### src/rtl/gapmod_pkg.sv
package gapmod_pkg;
  // Frame segment currently being sent
  typedef enum logic [1:0] {
    SEG_IDLE = 2'd0,
    SEG_PRE  = 2'd1,
    SEG_CAL  = 2'd2,
    SEG_DATA = 2'd3
  } seg_e;
endpackage

### src/rtl/gapmod_timer.sv
module gapmod_timer #(
  parameter int BIT_PERIOD = 700,
  localparam int CNT_W = $clog2(BIT_PERIOD)
) (
  input  logic             clk,
  input  logic             rst_n,
  input  logic             clr_i,
  input  logic             run_i,
  output logic [CNT_W-1:0] cyc_o,
  output logic             last_o
);
  localparam logic [CNT_W-1:0] LAST_CYC = CNT_W'(BIT_PERIOD - 1);

  logic [CNT_W-1:0] cyc_q, cyc_d;

  assign last_o = run_i && (cyc_q == LAST_CYC);
  assign cyc_o  = cyc_q;

  always_comb begin
    cyc_d = cyc_q;
    if (clr_i) begin
      cyc_d = '0;
    end else if (run_i) begin
      cyc_d = (cyc_q == LAST_CYC) ? '0 : cyc_q + 1'b1;
    end
  end

  always_ff @(posedge clk or negedge rst_n) begin
    if (!rst_n) begin
      cyc_q <= '0;
    end else if (clr_i || run_i) begin
      cyc_q <= cyc_d;
    end
  end
endmodule

### src/rtl/gapmod_shifter.sv
module gapmod_shifter #(
  parameter int MAX_BITS = 32,
  localparam int NB_W = $clog2(MAX_BITS + 1)
) (
  input  logic                clk,
  input  logic                rst_n,
  input  logic                load_i,
  input  logic [MAX_BITS-1:0] data_i,
  input  logic [NB_W-1:0]     nbits_i,
  input  logic                shift_i,
  output logic                msb_o,
  output logic [NB_W-1:0]     left_o
);
  localparam logic [NB_W-1:0] MAX_NB = NB_W'(MAX_BITS);

  logic [MAX_BITS-1:0] sh_q, sh_d;
  logic [NB_W-1:0]     left_q, left_d;
  logic [NB_W-1:0]     nb_cap;

  // Cap the requested count at the word width
  assign nb_cap = (nbits_i > MAX_NB) ? MAX_NB : nbits_i;
  assign msb_o  = sh_q[MAX_BITS-1];
  assign left_o = left_q;

  always_comb begin
    sh_d   = sh_q;
    left_d = left_q;
    if (load_i) begin
      // Move the first bit to send to the top of the register
      sh_d   = data_i << (MAX_NB - nb_cap);
      left_d = nb_cap;
    end else if (shift_i) begin
      sh_d   = sh_q << 1;
      left_d = left_q - 1'b1;
    end
  end

  always_ff @(posedge clk or negedge rst_n) begin
    if (!rst_n) begin
      sh_q   <= '0;
      left_q <= '0;
    end else if (load_i || shift_i) begin
      sh_q   <= sh_d;
      left_q <= left_d;
    end
  end
endmodule

### src/rtl/gapmod_seq.sv
module gapmod_seq
  import gapmod_pkg::*;
#(
  parameter int PRE_N = 3,
  parameter int NB_W  = 6,
  localparam int PC_W = $clog2(PRE_N + 1)
) (
  input  logic            clk,
  input  logic            rst_n,
  input  logic            start_i,
  input  logic            last_i,
  input  logic [NB_W-1:0] left_i,
  output seg_e            seg_o,
  output logic            accept_o,
  output logic            shift_o,
  output logic            busy_o
);
  localparam logic [PC_W-1:0] PRE_LAST = PC_W'(PRE_N - 1);
  localparam logic [NB_W-1:0] ONE_LEFT = NB_W'(1);

  seg_e            seg_q, seg_d;
  logic [PC_W-1:0] pre_q, pre_d;

  assign busy_o   = (seg_q != SEG_IDLE);
  assign accept_o = start_i && (seg_q == SEG_IDLE);
  assign seg_o    = seg_q;

  always_comb begin
    seg_d   = seg_q;
    pre_d   = pre_q;
    shift_o = 1'b0;
    unique case (seg_q)
      SEG_IDLE: begin
        if (start_i) begin
          seg_d = SEG_PRE;
          pre_d = '0;
        end
      end
      SEG_PRE: begin
        if (last_i) begin
          if (pre_q == PRE_LAST) seg_d = SEG_CAL;
          else                   pre_d = pre_q + 1'b1;
        end
      end
      SEG_CAL: begin
        if (last_i) seg_d = (left_i == '0) ? SEG_IDLE : SEG_DATA;
      end
      SEG_DATA: begin
        if (last_i) begin
          shift_o = 1'b1;
          if (left_i == ONE_LEFT) seg_d = SEG_IDLE;
        end
      end
      default: seg_d = SEG_IDLE;
    endcase
  end

  always_ff @(posedge clk or negedge rst_n) begin
    if (!rst_n) begin
      seg_q <= SEG_IDLE;
      pre_q <= '0;
    end else begin
      seg_q <= seg_d;
      pre_q <= pre_d;
    end
  end
endmodule

### src/rtl/gapmod_tx.sv
module gapmod_tx
  import gapmod_pkg::*;
#(
  parameter int ZERO_GAP   = 40,
  parameter int ONE_GAP    = 100,
  parameter int CAL_GAP    = 130,
  parameter int BIT_PERIOD = 700,
  parameter int PRE_N      = 3,
  parameter int MAX_BITS   = 32,
  localparam int NB_W  = $clog2(MAX_BITS + 1),
  localparam int CNT_W = $clog2(BIT_PERIOD)
) (
  input  logic                clk,
  input  logic                rst_n,
  input  logic                start_i,
  output logic                ready_o,
  input  logic [MAX_BITS-1:0] data_i,
  input  logic [NB_W-1:0]     nbits_i,
  output logic                carrier_en_o
);
  localparam logic [CNT_W-1:0] W_ZERO = CNT_W'(ZERO_GAP);
  localparam logic [CNT_W-1:0] W_ONE  = CNT_W'(ONE_GAP);
  localparam logic [CNT_W-1:0] W_CAL  = CNT_W'(CAL_GAP);

  seg_e             seg;
  logic             accept, shift, busy, last, msb;
  logic [NB_W-1:0]  left;
  logic [CNT_W-1:0] cyc, width;

  gapmod_seq #(.PRE_N(PRE_N), .NB_W(NB_W)) seq_i (
    .clk(clk), .rst_n(rst_n), .start_i(start_i), .last_i(last),
    .left_i(left), .seg_o(seg), .accept_o(accept), .shift_o(shift),
    .busy_o(busy)
  );

  gapmod_timer #(.BIT_PERIOD(BIT_PERIOD)) timer_i (
    .clk(clk), .rst_n(rst_n), .clr_i(accept), .run_i(busy),
    .cyc_o(cyc), .last_o(last)
  );

  gapmod_shifter #(.MAX_BITS(MAX_BITS)) shifter_i (
    .clk(clk), .rst_n(rst_n), .load_i(accept), .data_i(data_i),
    .nbits_i(nbits_i), .shift_i(shift), .msb_o(msb), .left_o(left)
  );

  // Gap width of the interval now being sent
  always_comb begin
    unique case (seg)
      SEG_PRE:  width = W_ONE;
      SEG_CAL:  width = W_CAL;
      SEG_DATA: width = msb ? W_ONE : W_ZERO;
      default:  width = '0;
    endcase
  end

  assign ready_o      = ~busy;
  assign carrier_en_o = ~(busy && (cyc < width));
endmodule

### config.mk
export PLATFORM = sky130hd
export DESIGN_NAME = gapmod_tx
export DESIGN_NICKNAME = d
export VERILOG_FILES = /design/src/rtl/gapmod_pkg.sv /design/src/rtl/gapmod_timer.sv /design/src/rtl/gapmod_shifter.sv /design/src/rtl/gapmod_seq.sv /design/src/rtl/gapmod_tx.sv
export SDC_FILE = /design/constraint.sdc
export NUM_CORES = 1
export LEC_CHECK = 0
export BUFFER_PORTS_ARGS = -buffer_cell sky130_fd_sc_hd__buf_4
export CAP_MARGIN = 20
export CORE_ASPECT_RATIO = 0.5
export CORE_MARGIN = 5
export CORE_UTILIZATION = 55
export CTS_CLUSTER_SIZE = 24
export DETAILED_ROUTE_END_ITERATION = 10
export PLACE_DENSITY = 0.75
export SYNTH_ARGS = -nofsm -noshare
export SYNTH_HDL_FRONTEND = slang
export SYNTH_SLANG_ARGS = --single-unit
export TNS_END_PERCENT = 1
### constraint.sdc
create_clock -name clk -period 2 [get_ports clk]
set_input_delay 0.1 -clock clk [delete_from_list [all_inputs] [get_ports clk]]
set_output_delay 0.1 -clock clk [all_outputs]
set_load 0.05 [all_outputs]
==> results.yml, run 1 <==
run_status:
  violations: "setup timing"
  status: "finished, violations left"
finish:
  fin_util_pct: 76.4
  fin_area_mm2: 0.00618
  fin_cells: 756
  area_delta_synth_final_pct: 34.2
  num_antenna_cells: 0
  fin_nets: 694
  drive_gt1_share_pct: 37.6
detailed_routing:
  drc_errors: 0
  wl_per_cell_um: 18.9
  ant_nets: 0
  first_pass_iters: 5
  first_iter_violations: 518
  route.vias.total: 4823
  wirelength_um: 14300
  viasPerCell: 6.38
setup_path:
  required_ns: 2.23
  path_buf_inv: 2
  worstSetupStartpointType: "register"
  r2r.worst_path.cells: 7
  path_cells: "buf_4, or3b_2, a21oi_2, buf_4, nand2_1, o311ai_1, o22a_1"
  worstPathArrival_ns: 2.39
  r2r_end: "shifter_i.sh_q[28]"
  crit_type: "register to register"
  slowest_delay_ns: 0.53
  cp_slowest_cell: "or3b_2"
  end_kind: "register"
  crit_fanout: 6
  worstReg2RegStart: "seq_i.seg_o[1]"
  r2r_slack_ns: -0.16
  cpMostUsedCell: "buf_4"
  cp.depth: 7
  cpLargestDelayFamily: "compound AO/OA/AOI/OAI gates"
sta:
  setup_viol: 18
  hold_viol: 0
  finalWorstSetupSlack_ns: -0.165
  rsz0062_at_grt: "true"
  min_period_ns: 2.16
  slew_violations: 0
  fin_crit_sh_pct: 108
  tightest_slew_ns: 0.700
  max_freq_ghz: 0.462
  maxSlewHeadroom_pct: 53.3
  fin_skew_ns: 0.00658
cts:
  cts.clk_slew.worst_paths_ns: 0.07
  cts_tree: "built"
  clock_sinks: 52
  clk_latency_ns: 0.29
  cts_buffer_depth: 2
  h-tree-depth: 2
  clockRootBuffer: "clkbuf_16"
  cts_buffers: 5
synth:
  yosys_most_used_dff: "dfrtp_1"
  synth_nets: 581
  syn_area_mm2: 0.00460
  synth_edf_count: 0
  syn_avg_cell_area_um2: 8.68
  synth.ff_latch_count: 52
  async_flop_share_pct: 100
  synth_cells: 530
  yosysWarningCount: 0
  yosys.area.top_type_share_pct: 28.3
  synth_cell_types: 67
  ys_seq_area_share_pct: 28.3
  synth_area_leader_cell: "dfrtp_1"
  synth.area.top_cells: "dfrtp_1, mux4_2, o21ai_0, mux2i_1, nand2_1"
power:
  ir_worst_vdd_mv: 0.435
  power_leakage_nw: 2.65
  power_density_mw_per_mm2: 650
placement:
  routabilityCongestion: 0.994
  place_ws_ns: -0.414
  dpl.hpwl_um: 10400
  dpl_cell_area_mm2: 0.00568
  dpl.cell_count: 735
  place.port_buffers: 42
floorplan:
  core_area_mm2: 0.00809
  io_pins: 43
  fp-row-count: 23
  die_area_mm2: 0.0104
  start_util_pct: 56.9
  die_w_um: 139
  die_h_um: 74.7
grt:
  grt_usage_pct: 26.5
  grt.busiest_layer: "met2"
  antenna_found_initial: 0
  grt_max_degree: 53
  met1_usage_pct: 38.3
  grt_pass1_wl_um: 22300
  grt_use_met2_pct: 43.7
  grt_pass1_vias: 4472
  grt_overflow: 0
  use_met3_pct: 4.51
min_path:
  hold_depth: 3
  hp-start: "start_i"
  hold_path.class: "input port to register"
  holdPathEnd: "seq_i.seg_o[0]"
run:
  cap_violations: 0
synthesized netlist by cell type (all sizes together) (4+ instances only):
cell and number:
nor2 62, mux2 11, a31oi 7, a21o 4, nor3 11, mux2i 29, and3 4, mux4 25
a211oi 7, a21oi 29, nand2 67, o31ai 5, ha 10, clkbuf 22, o211ai 6, buf 15
dfrtp 52, nand3 15, and2 5, inv 13, xnor2 6, xor2 4, o21ai 58, nand2b 6
a221oi 6, nor2b 5
repair_timing:
item	4_1_cts	5_1_grt
setup endpoints to repair	32	36
pin swaps	5	6
hold buffers	1	0
hold endpoints to repair	52	0
setup buffers	5	6
gates resized for setup	31	33
cloned	0	1
cells by family after synthesis:
group                    after synthesis  synth area share, %
AO/OA/AOI/OAI                        153                 21.0
XOR/XNOR                              10                 2.48
adder cells (fa/ha/maj)               10                 2.72
buffers and inverters                 50                 4.89
flip-flops                            52                 28.3
multiplexers                          65                 21.3
AND/OR/NAND/NOR                      190                 19.3
cells in the final DEF (no fill, tap or decap), types with 4 or more instances in the layout:
cell type	synthesis	routed
a21o_1	4	4
dfrtp_1	52	52
nor2_1	61	57
buf_6	2	7
buf_4	2	127
o211ai_1	6	6
xnor2_1	5	5
o31ai_1	5	5
a31oi_1	7	7
mux4_2	25	25
a211oi_1	7	6
clkbuf_16	0	5
and3_1	4	4
mux2_2	11	9
nor3_1	10	10
nor2_2	1	4
o21ai_0	57	44
a221oi_1	5	4
inv_1	12	11
mux2i_1	28	17
mux2i_2	1	11
and2_1	5	4
a21oi_1	29	26
nor2b_1	5	4
ha_1	10	6
o21ai_1	1	11
buf_12	0	7
nand2b_1	6	4
nand3_1	14	14
nand2_1	67	64
how the worst max path moves through the flow:
stage                   start            endpoint  slack [ns]
3_3_place_gp       nbits_i[5]  shifter_i.sh_q[21]       -0.35
5_1_grt        seq_i.seg_o[1]  shifter_i.sh_q[28]       -0.31
2_1_floorplan      nbits_i[0]  shifter_i.sh_q[31]       -0.51
6_report       seq_i.seg_o[1]  shifter_i.sh_q[28]       -0.16
4_1_cts        seq_i.seg_o[1]        carrier_en_o       -0.12
3_5_place_dp       nbits_i[5]  shifter_i.sh_q[29]       -0.41
tightest hold or removal path, cell delays in order:
cell and delay (ns):
buf_4 0.12, o21ai_0 0.14, a21boi_0 0.07
area by class of cell:
type	instances	area, um^2
clock buffer	5	125
clock inverter	3	22.5
fill	562	1910
inverter	13	51.3
multi-input combinational	429	3350
sequential	52	1300
tap	112	140
timing repair buffer	142	1180
per-layer routing:
metal | up-vias | share of wire [%] | routed length (um)
met5 | - | 0 | 0
met4 | 0 | 2.0 | 279
met3 | 44 | 9.8 | 1400
met2 | 296 | 45 | 6470
met1 | 2295 | 43 | 6150
li1 | 2188 | - | -
through the flow:
step | power (W) | setup TNS [ns] | hold WS (ns)
global placement | 0.00293 | -8.43 | 0.183
floorplan | 0.00235 | -13.81 | -0.196
finish | 0.00402 | -1.45 | 0.178
CTS | 0.00391 | -1.53 | 0.179
global route | 0.00423 | -3.81 | 0.252
detailed placement | 0.00298 | -10.12 | 0.183
report_power, final:
group	switching, W	internal, W
registers	0.000144	0.00125
logic	0.000875	0.000866
clock network	0.000409	0.000469
total	0.00143	0.00259
registers in the layout, indices dropped and copies added, names as in the netlist:
register	flops
seq_i.seg_o	2
shifter_i.left_o	6
shifter_i.sh_q	32
timer_i.cyc_o	10
seq_i.pre_q	2
(Power assumes the default switching activity.)
==> run 2: changes to the inputs <==
--- a/config.mk
+++ b/config.mk
@@ -5,6 +5,7 @@
 export SDC_FILE = /design/constraint.sdc
 export NUM_CORES = 1
 export LEC_CHECK = 0
+export ABC_AREA = 1
 export BUFFER_PORTS_ARGS = -buffer_cell sky130_fd_sc_hd__buf_4
 export CAP_MARGIN = 20
 export CORE_ASPECT_RATIO = 0.5
==> run 2 against run 1 <==
The run now ends clean; cell area shrank 10%; die area grew 1.1%; flip-flop and latch count is the same; highest routed layer unchanged; critical path depth grew 1; final cell count grew 24%; wire length shrank 0.42%; non-clock buffer count shrank 58; global-route usage grew 0.77 points; synthesized cell count grew 46%; clock power grew 16%; clock skew shrank 0.0012 ns; via count grew 11%.
==> results.yml, run 2 <==
run_status:
  status: "finished, final reports clean"
synth:
  yosys_most_used_dff: "dfrtp_1"
  async_flop_share_pct: 100
  ys_seq_area_share_pct: 27.9
  yosysMostFrequentCell: "nand2_1"
  synth.area.top_cells: "dfrtp_1, nand2_1, nand3_1, inv_1, o21ai_0"
  synth_area_leader_cell: "dfrtp_1"
  synth_edf_count: 0
  synth_nets: 826
  ys_top_cells_by_count: "nand2_1, nand3_1, inv_1"
  synth_cells: 775
  syn_avg_cell_area_um2: 6.01
  syn_area_mm2: 0.00466
  yosysWarningCount: 0
  synth.ff_latch_count: 52
  synth_cell_types: 34
  yosys.area.top_type_share_pct: 27.9
setup_path:
  worstSetupStartpointType: "register"
  r2r_slack_ns: 0.11
  crit_type: "register to primary output"
  cp_slowest_cell: "dfrtp_1"
  end_kind: "primary output"
  crit_fanout: 4
  worstPathArrival_ns: 1.86
  path_cells: "buf_4, o21ai_1, ha_1, o211ai_1, nand3_1, a21oi_2, o21ai_1, buf_6"
  slowest_delay_ns: 0.43
  cpMostUsedCell: "o21ai_1"
  required_ns: 1.90
  cpLargestDelayFamily: "flip-flops"
  path_buf_inv: 2
cts:
  cts_tree: "built"
  clockRootBuffer: "clkbuf_16"
  cts_buffers: 5
  cts.clk_slew.worst_paths_ns: 0.07
  h-tree-depth: 2
  clk_latency_ns: 0.29
  cts_buffer_depth: 2
  clock_sinks: 52
detailed_routing:
  drc_errors: 0
  first_pass_iters: 5
  first_iter_violations: 588
  ant_nets: 0
  wirelength_um: 14200
  viasPerCell: 5.70
  wl_per_cell_um: 15.2
  maxUsedRoutingLayer: "met4"
  route.vias.total: 5347
  wl_met2_um: 6090
  dr_wl_met3_um: 1400
  wl_met1_um: 6680
sta:
  max_freq_ghz: 0.510
  min_period_ns: 1.96
  slew_violations: 0
  fin_crit_sh_pct: 98.0
  rsz0062_at_grt: "true"
  tightest_slew_ns: 0.643
  finalWorstSetupSlack_ns: 0.0392
  worst_hold_slack_ns: 0.241
  hold_viol: 0
  setup_viol: 0
  fin_skew_ns: 0.00538
  maxSlewHeadroom_pct: 57.1
power:
  power_density_mw_per_mm2: 1040
  ir_worst_vdd_mv: 1.39
  power_leakage_nw: 2.89
finish:
  area_delta_synth_final_pct: 18.9
  num_antenna_cells: 0
  fin_nets: 876
  final_common_cell: "nand2_1"
  largest_reg_flops: 32
  final_cell_mix: "nand2_1, nand3_1, buf_4"
  fin_cells: 938
  fin_area_mm2: 0.00554
  regMostFlops: "shifter_i.sh_q"
  multi_input_area_mm2: 0.00296
  fillers: 771
  ff_latch_area_mm2: 0.00130
  fin_util_pct: 68.3
  drive_gt1_share_pct: 14.5
min_path:
  hold_path.class: "input port to register"
grt:
  grt_usage_pct: 27.3
  antenna_found_initial: 0
  grt_max_degree: 53
  grt_overflow: 0
  grt_pass1_wl_um: 23300
  grt_pass1_vias: 4722
placement:
  place.port_buffers: 42
  routabilityCongestion: 0.975
  dpl_cell_area_mm2: 0.00528
  place_ws_ns: -0.0917
  dpl.cell_count: 926
  dpl.hpwl_um: 10500
floorplan:
  fp-row-count: 23
  core_area_mm2: 0.00812
  die_w_um: 140
  start_util_pct: 57.4
  die_h_um: 75.1
  io_pins: 43
  die_area_mm2: 0.0105
run:
  cap_violations: 0
==> run 2: cell types whose count changed after synthesis, sizes merged, moves of 15 or more <==
cell	before	now
a21oi	29	11
inv	13	59
mux2i	29	0
buf	15	30
nand2	67	291
o21ai	58	39
nand3	15	204
nor2	62	29
mux4	25	0
==> run 2: per-stage QoR <==
stage	TNS (ns)	total power, W
3_3_place_gp	-0.143	0.00452
6_report	0	0.00578
3_5_place_dp	-0.460	0.00458
5_1_grt	-0.0759	0.00625
4_1_cts	0	0.00568
2_1_floorplan	-0.0124	0.00375
==> run 2: cell families after synthesis <==
kind of cell	synth area share, %
simple gates	50.6
xor+xnor	1.91
buf+inv	9.21
flops	27.9
compound gates	7.66
fa+ha+maj	2.69
==> run 2: worst paths after layout <==
check                                   start  cells past startpoint                  end
setup / recovery               seq_i.seg_o[0]                      8         carrier_en_o
max in group asynchronous               rst_n                      2  shifter_i.left_o[3]
setup reg to reg             timer_i.cyc_o[4]                     10   shifter_i.sh_q[31]
min in group asynchronous               rst_n                      2     timer_i.cyc_o[7]
hold / removal                        start_i                      3     timer_i.cyc_o[9]
hold reg to reg            shifter_i.sh_q[15]                      2   shifter_i.sh_q[15]
==> run 2: layer usage <==
metal	GRT usage [%]	vias up
met2	43.4	219
met1	39.3	2459
met4	3.44	0
met3	6.60	11
met5	0	-
li1	-	2658
==> run 2: what timing repair did <==
item	CTS	global route
buffers inserted	2	1
resized for setup	5	11
endpoints found under the setup margin	1	32
hold buffers	1	0
hold endpoints to repair	52	0
pin swaps	0	1
==> run 2: report_power, final <==
| part | total [W] | internal (W) | switching, W |
|---|---|---|---|
| logic | 0.00303 | 0.00115 | 0.00187 |
| registers | 0.00173 | 0.00145 | 0.000275 |
| clock network | 0.00102 | 0.000627 | 0.000391 |
| total | 0.00578 | 0.00324 | 0.00254 |
==> run 2: cell type report <==
type | instances | share of cell area (%)
Multi-Input combinational cell | 623 | 53.5
Sequential cell | 52 | 23.5
Timing Repair Buffer | 84 | 13.2
Inverter | 59 | 4.04
Tap cell | 112 | 2.53
Clock buffer | 6 | 2.51
Clock inverter | 2 | 0.700
==> run 2: tightest hold or removal path: cells and delay by family <==
family	cells	cell delay, ns
AND/OR/NAND/NOR	1	0.20
AO/OA/AOI/OAI	1	0.10
buffers and inverters	1	0.09
==> run 3: changes to the inputs <==
--- a/config.mk
+++ b/config.mk
@@ -13,7 +13,9 @@
 export CORE_UTILIZATION = 55
 export CTS_CLUSTER_SIZE = 24
 export DETAILED_ROUTE_END_ITERATION = 10
+export GPL_ROUTABILITY_DRIVEN = 0
 export PLACE_DENSITY = 0.75
+export SETUP_SLACK_MARGIN = 0.3
 export SYNTH_ARGS = -nofsm -noshare
 export SYNTH_HDL_FRONTEND = slang
 export SYNTH_SLANG_ARGS = --single-unit
==> run 3 against run 2 <==
Power is essentially flat; clock skew barely moved; hold slack got worse by 0.046 ns; wire length fell by 1.3%; die area stayed put; clock power is 14% lower; global-route usage decreased by 0.73 points; clock-buffer cell count increased by 1; critical endpoint unchanged.
==> results.yml, run 3 (synthesis gave the netlist of run 2 again) <==
run_status:
  status: "finished, final reports clean"
placement:
  dpl.cell_count: 916
  dpl_cell_area_mm2: 0.00522
  place_ws_ns: -0.0518
  place.port_buffers: 42
  dpl.hpwl_um: 10300
cts:
  clock_sinks: 52
  clockRootBuffer: "clkbuf_16"
  cts.clk_slew.worst_paths_ns: 0.07
  cts_buffers: 5
  h-tree-depth: 2
  cts_tree: "built"
  cts_buffer_depth: 2
  clk_latency_ns: 0.29
finish:
  regMostFlops: "shifter_i.sh_q"
  fin_area_mm2: 0.00554
  final_common_cell: "nand2_1"
  num_antenna_cells: 0
  area_delta_synth_final_pct: 19.0
  largest_reg_flops: 32
  fin_cells: 931
  fin_nets: 869
  drive_gt1_share_pct: 15.5
  fillers: 745
  final_cell_mix: "nand2_1, nand3_1, buf_4"
grt:
  grt_use_met2_pct: 40.5
  antenna_found_initial: 0
  grt_overflow: 0
  grt_pass1_wl_um: 22800
  met1_usage_pct: 38.8
  grt_max_degree: 53
  use_met3_pct: 6.03
  grt_usage_pct: 26.6
  grt_pass1_vias: 4695
  grt.busiest_layer: "met2"
detailed_routing:
  wl_per_cell_um: 15.1
  ant_nets: 0
  wirelength_um: 14100
  drc_errors: 0
  viasPerCell: 5.73
  first_pass_iters: 6
  route.vias.total: 5334
  first_iter_violations: 641
floorplan:
  fp-row-count: 23
  start_util_pct: 57.4
  die_h_um: 75.1
  io_pins: 43
  core_area_mm2: 0.00812
  die_w_um: 140
  die_area_mm2: 0.0105
setup_path:
  path_cells: "buf_6, o21ai_4, ha_4, o211ai_1, nand3_1, a21oi_2, o21ai_2, buf_6"
  cpMostUsedCell: "buf_6"
  crit_fanout: 4
  cpLargestDelayFamily: "flip-flops"
  end_kind: "primary output"
  cp_slowest_cell: "dfrtp_2"
  worstReg2RegStart: "seq_i.seg_o[1]"
  slowest_delay_ns: 0.47
  r2r_slack_ns: 0.14
  r2r_end: "shifter_i.sh_q[10]"
  path_buf_inv: 2
  r2r.worst_path.cells: 10
  required_ns: 1.90
  crit_type: "register to primary output"
  cp.depth: 8
  worstSetupStartpointType: "register"
  worstPathArrival_ns: 1.80
power:
  internal_power_w: 0.00316
  seq_power_share_pct: 30.8
  total_power_w: 0.00577
  power_density_mw_per_mm2: 1040
  ir_worst_vdd_mv: 1.69
  combPwrFrac_pct: 54.0
  p_sw_w: 0.00261
  switching_share_pct: 45.3
  power_leakage_nw: 2.85
  pwr-share-clk_pct: 15.3
sta:
  fin_skew_ns: 0.00512
  rsz0062_at_grt: "true"
  maxSlewHeadroom_pct: 56.1
  tightest_slew_ns: 0.658
  min_period_ns: 1.90
  setup_viol: 0
  finalWorstSetupSlack_ns: 0.0951
  fin_crit_sh_pct: 95.2
  slew_violations: 0
  worst_hold_slack_ns: 0.196
  hold_viol: 0
  max_freq_ghz: 0.525
min_path:
  hp-start: "data_i[0]"
  hold_depth: 3
  holdPathEnd: "shifter_i.sh_q[0]"
  hold_path.class: "input port to register"
run:
  cap_violations: 0
## run 3: cell types whose count changed in the layout (fill, tap and decap cells not counted), sizes merged
cell / before / now
buf: 83 / 76
bufinv: 1 / 0
clkbuf: 6 / 7
clkinv: 1 / 0
clkinvlp: 0 / 1
## run 3: worst register-to-register path: stages, from the launching register on
cell and delay, ns:
dfrtp_2 0.45, buf_4 0.16, nor2_4 0.13, nand2_2 0.12
nor2_4 0.21, nand2_2 0.12, inv_6 0.17, nand3_1 0.12
o21ai_0 0.12, nand2_1 0.07, o21ai_0 0.10
## run 3: power by group through the flow
stage | clock network [W] | logic [W] | registers, W
finish | 0.000882 | 0.00312 | 0.00178
global route | 0.000944 | 0.00349 | 0.00181
CTS | 0.000892 | 0.00302 | 0.00175
detailed placement | 0 | 0.00281 | 0.00175
global placement | 0 | 0.00275 | 0.00173
floorplan | 0 | 0.00212 | 0.00167
## run 3: timing repair
action	4_1_cts	5_1_grt
endpoints found under the hold margin	52	0
hold buffers	1	0
pin swaps	4	6
endpoints found under the setup margin	41	46
setup buffers	4	2
resized for setup	21	10
gates cloned	0	0
## run 3: layout make-up
cell class	instances	area, um^2	area share [%]
well taps	112	140	2.53
clock buffers	7	143	2.57
inverters	59	234	4.22
repair buffers	77	667	12.0
flip-flops and latches	52	1310	23.6
multi-input cells	623	3040	54.9
clock inverters	1	7.51	0.135
## run 3: stage by stage
step / utilization (%) / TNS, ns
after floorplan: - / 0
after global placement: 64.3 / -0.0224
after detailed placement: 64.3 / -0.108
after CTS: 67.6 / 0
after global routing: 68.3 / 0
final: 68.3 / 0
## run 3: worst max path at each step
stage | start | to | slack (ns)
2_1_floorplan | seq_i.seg_o[0] | shifter_i.sh_q[24] | 0.26
3_3_place_gp | nbits_i[3] | shifter_i.sh_q[18] | -0.01
3_5_place_dp | nbits_i[3] | shifter_i.sh_q[10] | -0.05
4_1_cts | seq_i.seg_o[0] | carrier_en_o | 0.1
5_1_grt | seq_i.seg_o[0] | carrier_en_o | 0.01
6_report | seq_i.seg_o[0] | carrier_en_o | 0.1
## run 3: layer usage
layer / routed length, um / up-vias
met4: 167 / 0
met1: 6530 / 2425
met5: 0 / -
met2: 5960 / 253
met3: 1410 / 16
li1: - / 2640
